[src/rtl/regacc_pkg.sv]
package regacc_pkg;
   typedef enum logic [1:0] {
      SZ_BYTE = 2'd0,
      SZ_WORD = 2'd1,
      SZ_LONG = 2'd2,
      SZ_RSVD = 2'd3
   } acc_size_e;

   typedef enum logic [1:0] {
      ST_IDLE,
      ST_FIRST,
      ST_SECOND,
      ST_WBACK
   } seq_state_e;
endpackage

[src/rtl/regacc_addr_map.sv]
module regacc_addr_map #(
   parameter int ADDR_W    = 8,
   parameter int STRIDE_SH = 1,
   localparam int IDX_W    = ADDR_W - STRIDE_SH
) (
   input  logic [ADDR_W-1:0] word_addr,
   output logic [IDX_W-1:0]  idx,
   output logic              on_stride
);
   generate
      if (STRIDE_SH == 0) begin : g_flat
         assign idx       = word_addr;
         assign on_stride = 1'b1;
      end else begin : g_strided
         assign idx       = word_addr[ADDR_W-1:STRIDE_SH];
         assign on_stride = ~|word_addr[STRIDE_SH-1:0];
      end
   endgenerate
endmodule

[src/rtl/regacc_lanes.sv]
module regacc_lanes #(
   parameter int LANE_W = 8,
   localparam int WORD_W = 2 * LANE_W
) (
   input  logic              odd,
   input  logic [WORD_W-1:0] pick_src,
   input  logic [WORD_W-1:0] merge_old,
   input  logic [LANE_W-1:0] new_lane,
   output logic [LANE_W-1:0] picked,
   output logic [WORD_W-1:0] merged
);
   always_comb begin
      if (odd) begin
         picked = pick_src[WORD_W-1:LANE_W];
         merged = {new_lane, merge_old[LANE_W-1:0]};
      end else begin
         picked = pick_src[LANE_W-1:0];
         merged = {merge_old[WORD_W-1:LANE_W], new_lane};
      end
   end
endmodule

[src/rtl/regacc_adapter.sv]
module regacc_adapter
   import regacc_pkg::*;
#(
   parameter int ADDR_W    = 8,
   parameter int STRIDE_SH = 1,
   localparam int IDX_W    = ADDR_W - STRIDE_SH,
   localparam int LANE_W   = 8,
   localparam int WORD_W   = 2 * LANE_W,
   localparam int LONG_W   = 2 * WORD_W,
   localparam int WORD_BYTES = WORD_W / LANE_W
) (
   input  logic              clk,
   input  logic              rst_n,
   input  logic              host_req,
   input  logic [ADDR_W-1:0] host_addr,
   input  logic [1:0]        host_size,
   input  logic              host_we,
   input  logic [LONG_W-1:0] host_wdata,
   output logic              host_busy,
   output logic              host_ready,
   output logic [LONG_W-1:0] host_rdata,
   output logic [IDX_W-1:0]  reg_idx,
   output logic              reg_rd_en,
   output logic              reg_wr_en,
   output logic [WORD_W-1:0] reg_wdata,
   input  logic [WORD_W-1:0] reg_rdata
);
   generate
      if (ADDR_W < 2) begin : g_bad_addr
         $error("regacc_adapter: ADDR_W must be at least 2");
      end
      if (STRIDE_SH < 0 || STRIDE_SH >= ADDR_W) begin : g_bad_stride
         $error("regacc_adapter: STRIDE_SH must lie in [0, ADDR_W)");
      end
   endgenerate

   seq_state_e        state;
   logic [ADDR_W-1:0] a_q;
   acc_size_e         sz_q;
   logic              we_q;
   logic [LONG_W-1:0] wd_q;
   logic [WORD_W-1:0] lo_q;
   logic [LONG_W-1:0] rdata_q;
   logic              ready_q;

   logic [ADDR_W-1:0] base_wa, cur_wa;
   logic              on_stride;
   logic [WORD_W-1:0] rd_word, merged;
   logic [LANE_W-1:0] picked;

   // Byte transfers address their containing word.
   assign base_wa = (sz_q == SZ_BYTE) ? {a_q[ADDR_W-1:1], 1'b0} : a_q;
   assign cur_wa  = (state == ST_SECOND) ? base_wa + ADDR_W'(WORD_BYTES) : base_wa;

   regacc_addr_map #(.ADDR_W(ADDR_W), .STRIDE_SH(STRIDE_SH)) i_addr_map (
      .word_addr (cur_wa),
      .idx       (reg_idx),
      .on_stride (on_stride)
   );

   assign rd_word = on_stride ? reg_rdata : '0;

   regacc_lanes #(.LANE_W(LANE_W)) i_lanes (
      .odd       (a_q[0]),
      .pick_src  (rd_word),
      .merge_old (lo_q),
      .new_lane  (wd_q[LANE_W-1:0]),
      .picked    (picked),
      .merged    (merged)
   );

   always_comb begin
      reg_rd_en = 1'b0;
      reg_wr_en = 1'b0;
      reg_wdata = wd_q[WORD_W-1:0];
      unique case (state)
         ST_FIRST: begin
            if (we_q && sz_q != SZ_BYTE) reg_wr_en = on_stride;
            else                         reg_rd_en = on_stride;
         end
         ST_SECOND: begin
            reg_wdata = wd_q[LONG_W-1:WORD_W];
            reg_wr_en = on_stride && we_q;
            reg_rd_en = on_stride && !we_q;
         end
         ST_WBACK: begin
            reg_wdata = merged;
            reg_wr_en = on_stride;
         end
         default: ;
      endcase
   end

   always_ff @(posedge clk or negedge rst_n) begin
      if (!rst_n) begin
         state   <= ST_IDLE;
         a_q     <= '0;
         sz_q    <= SZ_BYTE;
         we_q    <= 1'b0;
         wd_q    <= '0;
         lo_q    <= '0;
         rdata_q <= '0;
         ready_q <= 1'b0;
      end else begin
         ready_q <= 1'b0;
         unique case (state)
            ST_IDLE: begin
               if (host_req) begin
                  a_q   <= host_addr;
                  sz_q  <= acc_size_e'(host_size);
                  we_q  <= host_we;
                  wd_q  <= host_wdata;
                  state <= ST_FIRST;
               end
            end
            ST_FIRST: begin
               lo_q <= rd_word;
               if (sz_q == SZ_LONG) begin
                  state <= ST_SECOND;
               end else if (sz_q == SZ_BYTE && we_q) begin
                  state <= ST_WBACK;
               end else begin
                  state   <= ST_IDLE;
                  ready_q <= 1'b1;
                  if (!we_q) begin
                     rdata_q <= (sz_q == SZ_BYTE) ? LONG_W'(picked) : LONG_W'(rd_word);
                  end
               end
            end
            ST_SECOND: begin
               state   <= ST_IDLE;
               ready_q <= 1'b1;
               if (!we_q) rdata_q <= {rd_word, lo_q};
            end
            ST_WBACK: begin
               state   <= ST_IDLE;
               ready_q <= 1'b1;
            end
            default: state <= ST_IDLE;
         endcase
      end
   end

   assign host_busy  = (state != ST_IDLE);
   assign host_ready = ready_q;
   assign host_rdata = rdata_q;

   // no bank traffic while idle
   assert_idle_quiet_R8: assert property (@(posedge clk) disable iff (!rst_n)
      !host_busy |-> (!reg_rd_en && !reg_wr_en));
   // completion follows a busy cycle and lasts one cycle
   assert_ready_after_busy_R8: assert property (@(posedge clk) disable iff (!rst_n)
      host_ready |-> $past(host_busy));
   assert_ready_pulse_R8: assert property (@(posedge clk) disable iff (!rst_n)
      host_ready |=> !host_ready);
   // a long transfer always runs its second word
   assert_long_second_R6: assert property (@(posedge clk) disable iff (!rst_n)
      (state == ST_FIRST && sz_q == SZ_LONG) |=> (state == ST_SECOND));
   // a merged write-back is preceded by the read of the same word
   assert_rmw_order_R5: assert property (@(posedge clk) disable iff (!rst_n)
      (state == ST_WBACK && reg_wr_en) |-> ($past(reg_rd_en) && $stable(reg_idx)));
endmodule

[config.mk]
export PLATFORM = sky130hd
export DESIGN_NAME = regacc_adapter
export DESIGN_NICKNAME = d
export VERILOG_FILES = /design/src/rtl/regacc_pkg.sv /design/src/rtl/regacc_addr_map.sv /design/src/rtl/regacc_lanes.sv /design/src/rtl/regacc_adapter.sv
export SDC_FILE = /design/constraint.sdc
export NUM_CORES = 1
export LEC_CHECK = 0
export CAP_MARGIN = 0
export CORE_MARGIN = 2
export CORE_UTILIZATION = 30
export DETAILED_ROUTE_END_ITERATION = 8
export GPL_TIMING_DRIVEN = 0
export HOLD_SLACK_MARGIN = 0.1
export PLACE_DENSITY = 0.52
export SLEW_MARGIN = 20
export SYNTH_ARGS = -nofsm -noshare
export SYNTH_HDL_FRONTEND = slang
export SYNTH_SLANG_ARGS = --single-unit
[constraint.sdc]
create_clock -name clk -period 2.6 [get_ports clk]
set_clock_uncertainty 0.2 [all_clocks]
set_input_delay 0.52 -clock clk [delete_from_list [all_inputs] [get_ports clk]]
set_output_delay 0.52 -clock clk [all_outputs]
set_load 0.005 [all_outputs]
==> Word level (Yosys, flattened, before mapping) <==
Index checks and enable logic that the tools add are counted.
{ "op_classes": {"add_sub_neg": 1, "muxes": 23, "reduce_logical": 14, "n_eq_ne": 9} }
{ "ops": {"columns": ["cell", "n"], "rows": [
  ["$mux W32", 4],
  ["$pmux W32 S2", 1],
  ["$mux W16", 3],
  ["$pmux W16 S2", 1],
  ["$mux W8", 2],
  ["$ne A2 B2 Y1 const B", 5],
  ["$add A8 B2 Y8 const B", 1],
  ["$eq A2 B2 Y1 const B", 3],
  ["$mux W2", 3],
  ["$pmux W2 S3", 1],
  ["$reduce_bool A2 Y1", 3],
  ["$mux W1", 5],
  ["$reduce_and A5 Y1", 1],
  ["$logic_and A1 B1 Y1", 4],
  ["$logic_not A2 Y1", 2],
  ["$pmux W1 S2", 2],
  ["$pmux W1 S3", 1],
  ["$eq A2 B1 Y1 const B", 1],
  ["$logic_not A1 Y1", 2],
  ["$reduce_and A2 Y1", 1],
  ["$reduce_or A2 Y1", 1]
]} }
{ "totals": {"regBits": 94, "input_bits": 62} }

==> Logic depth before layout (Yosys ltp) <==
Gate-level depths: netlist of the first run.
{ "logic_depth": {"ltp_word": 11, "depth_mapped": 8, "mapped_depth_nobuf": 5} }

==> Modules after synthesis <==
A second synthesis of the first run with hierarchy kept.
{ "unflattened": {"cells_unflattened": 449, "hier_area_um2": 4962.3} }
{ "by_module_without_submodules": {"columns": ["mod", "seq_area_each_um2", "instances", "area_each_um2", "cells_per_inst"], "rows": [
  ["regacc_adapter", 2352.3, 1, 4509.3, 414],
  ["regacc_lanes", 0.0, 1, 396.6, 27],
  ["regacc_addr_map", 0.0, 1, 56.3, 8]
]} }

==> Worst setup path before layout of the first run <==
No wires, ideal clock.
{ "synth_path": {"path_kind": "register to output", "start": "register state[0]", "end": "output port reg_idx[2]", "stages_incl_launch_ff": 8, "arrival_ns": 1.543, "required_time_ns": 1.880, "slack_ns": 0.337, "path_cell_list": "dfrtp_1 -> inv_1 -> ha_1 -> buf_2 -> clkbuf_1 -> clkbuf_1 -> nand2_1 -> xnor2_1"} }
{ "synth_between": {"elab_chain_cells": 2} }
{ "synth_lines": {"columns": ["item", "line_no", "rtl"], "rows": [
  ["start: declaration", "regacc_adapter.sv:37", "seq_state_e state;"],
  ["start signal: assignment", "regacc_adapter.sv:96", "state <= ST_IDLE;"],
  ["start signal: assignment", "regacc_adapter.sv:113", "state <= ST_FIRST;"],
  ["start signal: assignment", "regacc_adapter.sv:119", "state <= ST_SECOND;"],
  ["$eq A2 B2 Y1", "regacc_adapter.sv:53", "assign cur_wa = (state == ST_SECOND) ? base_wa + ADDR_W'(WORD_BYTES) : base_wa;"],
  ["$mux W8", "regacc_adapter.sv:53", null],
  ["end: declaration", "regacc_adapter.sv:22", "output logic [IDX_W-1:0] reg_idx,"]
]} }
Every way passes these cells.

==> Worst setup path after layout of the first run <==
{ "layout_path": {"start": "register state[1]", "end": "output port reg_rd_en"} }
{ "layout_between": {"elab_chain_cells": 5, "word_cells_on_any_way": 7} }
{ "layout_lines": {"columns": ["item", "line_no", "rtl"], "rows": [
  ["$eq A2 B2 Y1", "regacc_adapter.sv:53, regacc_adapter.sv:76", null],
  ["$mux W8", "regacc_adapter.sv:53", null],
  ["$logic_not A1 Y1", "regacc_addr_map.sv:16", "assign on_stride = ~|word_addr[STRIDE_SH-1:0];"],
  ["$mux W1 / $logic_and A1 B1 Y1 (equally long branches)", "regacc_adapter.sv:78, regacc_adapter.sv:84", null],
  ["$pmux W1 S2 (*)", "regacc_adapter.sv:76", "unique case (state)"],
  ["end: declaration", "regacc_adapter.sv:23", "output logic reg_rd_en,"]
]} }
Mark *: on every way between the ends. The rest lies on a longest branch, timed or not.

==> metrics.md, run 1 <==
| Metric | Value |
|---|---|
| Port bufs | 120 |
| Worst EP required | 1.88 ns |
| Root Buffer Master | clkbuf_16 |
| # setup viols final | 1 |
| Max Transition Viols Final | 0 |
| Final instance area | 6740 µm² |
| Fin crit share | 1.01 |
| Tot GR Track Use | 0.184 |
| WP data arrival | 1.90 ns |
| Worst ir drop on vdd | 0.474 mV |
| WP buf/inv | 5 |
| Fillers | 1393 |
| Detailed placement HPWL | 10.4 mm |
| Worst-Skew Late Latency | 0.35 ns |
| Die Width | 127 µm |
| Pwr Total | 8500 µW |
| EDFF count, synth | 0 |
| Largest delay contributor family on the critical path | buffers and inverters |
| Placed instance count | 702 |
| Starting Density | 0.308 |
| Antenna viol nets, final | 0 |
| Sequential fraction of the synthesis area | 0.521 |
| Outcome | finished with violations |
| Chip Height | 127 µm |
| CTS sink count | 94 |
| Cell area power density | 1260 nW/µm² |
| Die ar. | 16100 µm² |
| Multi-input gate area | 2130 µm² |
| Iteration-0 DRC Markers | 203 |
| Post-layout nets | 621 |
| Post-Syn Nets | 465 |
| CP Max Fanout | 2 |
| Core region area | 14600 µm² |
| Clk buf depth | 2 |
| Seq cells post-synth | 94 |
| Share of cells above drive strength 1 | 0.280 |
| Largest area contributor in the synthesized netlist | dfrtp_1 |
| Total Routed Length | 14.7 mm |
| Cell mode on critical path | buf_6 |
| Routed via count | 3822 |
| Dpl ws | -0.849 ns |
| Clock slew at reported path FFs | 0.06 ns |
| First-pass GRT wire length | 22.6 mm |
| Final hold viol count | 0 |
| Cts bufs inserted | 9 |
| Met2 wire len | 6.78 mm |
| Distinct cells, synth | 35 |
| CP endpoint kind | output port |
| Leakage power | 0.00287 µW |
| Drt drc | 0 |
| Failing checks | setup timing |
| # H-tree levels | 3 |
| Synth Instances | 397 |
| Cell area after placement | 5980 µm² |
| Worst-Margin Slew | 0.705 ns |
| Min-Delay Path Class | flop to flop |
| # IOs | 121 |
| Min cycle time layout | 2.62 ns |
| Startpoint types | flop |
| Most frequent cells in the layout | 94 x dfrtp_1, 93 x clkdlybuf4s50_1, 44 x mux2_2, 32 x o21ai_0, 25 x buf_2 |
| Commonest non-fill, non-tap cell in the layout | dfrtp_1 |
| DRT met1 WL | 6.75 mm |
| Avg WL per Cell | 19.9 µm |
| GRT overflow | 0 |
| Min setup slack post-route | -0.0177 ns |
| Netlist Area Pre-Place | 4520 µm² |
| Primary FF master, synth | dfrtp_1 |
| Antenna diodes | 0 |
| DR vias/cell | 5.16 |
| Finished Layout Cells | 741 |
| Largest net degree at the start of global routing | 49 |
| RSZ-0062 raised after global routing | yes |
| Fin util | 0.460 |
| FMAX | 382 MHz |
| Initial antenna violation count | 0 |
| Final GP Congestion | 0.801 |
| Row Count | 44 |
| Register area | 2350 µm² |
| Worst path slowest cell | dfrtp_1 |
| Vias in the first global route | 4051 |
| Yosys top cell area share | 0.521 |
| Slew HR | 0.530 |
| First-pass DRT Iterations | 4 |
| Warning count from the yosys run | 0 |
| Area Overhead vs Synth | 49.3% |
| Top sig layer | met4 |
| # Max-Cap Violations | 0 |
| Kind of critical path | flop to output port |
| Synth top area cells | dfrtp_1 52%, mux2_2 11%, o21ai_0 5.2% |
| Mean Syn Cell Area | 11.4 µm² |
| Cell Chain, Critical Path | buf_6 > buf_6 > inv_6 > buf_6 > ha_4 > o21ai_4 > a221oi_2 > buf_2 |
| Ys async rst share | 1.00 |
| Slowest stage delay, CP | 0.43 ns |
| Met3 routed WL | 1.04 mm |
| CTS tree | built |
==> power breakdown <==
part	switching, µW	leakage (µW)	internal, µW
Combinational	2130	0.00155	2300
Sequential	577	0.00118	2130
Clock	562	0.000149	794
Total	3270	0.00287	5230
==> flip-flops by register name (all words and copies together), names as in the netlist <==
| signal | cells |
|---|---|
| a_q | 8 |
| host_rdata | 32 |
| host_ready | 1 |
| lo_q | 16 |
| state | 2 |
| sz_q | 2 |
| wd_q | 32 |
| we_q | 1 |
==> worst register-to-register path: cells and delay by family, from the launching register on <==
family | cells | cell delay (ns)
adders and majority gates | 1 | 0.15
and+or+nand+nor | 1 | 0.20
muxes | 1 | 0.41
DFF | 1 | 0.43
buffers and inverters | 5 | 0.98
==> what timing repair did <==
action / CTS / global route
pin swaps: 8 / 9
endpoints found under the hold margin: 47 / 0
gates cloned: 1 / 0
buffers inserted: 24 / 5
gates resized for setup: 162 / 28
endpoints found under the setup margin: 25 / 33
hold buffers: 1 / 0
==> cell families (layout without fill, tap and decap cells) <==
kind of cell             Yosys count  after routing  synth area share
AO/OA/AOI/OAI                    139            139             0.212
flip-flops                        94             94             0.521
multiplexers                      59             59             0.143
buffers and inverters             52            212            0.0474
AND/OR/NAND/NOR                   41             41            0.0488
adder cells (fa/ha/maj)            6              6            0.0166
XOR/XNOR                           6              6            0.0116
==> layout make-up <==
cell class,instances,area share
Clock buffer,12,0.0380
Multi-Input combinational cell,251,0.317
Clock inverter,3,0.00650
Sequential cell,94,0.349
Buffer,27,0.0343
Tap cell,184,0.0341
Inverter,21,0.0130
Timing Repair Buffer,149,0.208
==> metal layers <==
metal | GRT usage | up-vias
met5 | 0 | -
met4 | 0.0537 | 0
met3 | 0.0590 | 11
met2 | 0.290 | 136
met1 | 0.245 | 1892
li1 | - | 1783
==> final timing paths <==
kind	from	slack, ns	cells past startpoint	endpoint
setup / recovery	state[1]$_DFFE_PN0P_	-0.02	8	reg_rd_en
hold / removal	host_rdata[24]$_DFFE_PN0P_	0.31	2	host_rdata[24]$_DFFE_PN0P_
setup reg to reg	state[1]$_DFFE_PN0P_	0.11	8	we_q$_DFFE_PN0P_
hold reg to reg	host_rdata[24]$_DFFE_PN0P_	0.31	2	host_rdata[24]$_DFFE_PN0P_
max in group asynchronous	rst_n	1.11	3	host_rdata[17]$_DFFE_PN0P_
min in group asynchronous	rst_n	0.49	2	wd_q[11]$_DFFE_PN0P_
==> synth_stat cells (10+ instances only) <==
library cell	n
clkbuf_1	18
a22o_1	16
a32oi_1	10
nand2_1	11
o21ai_0	47
dfrtp_1	94
a22oi_1	14
inv_1	20
mux2_2	44
o31ai_1	22
mux2i_1	15
nor2b_1	18
==> per-stage QoR <==
stage	hold slack, ns	TNS (ns)
floorplan	0.0244	0
CTS	0.311	-1.29
global route	0.341	-0.932
global placement	0.290	-279.19
finish	0.308	-0.0177
detailed placement	0.295	-15.52
Power figures use the tool's default switching activity.
==> run 2: changes to the inputs <==
--- a/config.mk
+++ b/config.mk
@@ -8,6 +8,7 @@
 export CAP_MARGIN = 0
 export CORE_MARGIN = 2
 export CORE_UTILIZATION = 30
+export CTS_CLUSTER_DIAMETER = 60
 export DETAILED_ROUTE_END_ITERATION = 8
 export GPL_TIMING_DRIVEN = 0
 export HOLD_SLACK_MARGIN = 0.1
==> results of run 2 <==
Final layout, timing and power as in run 1 (identical DEF).
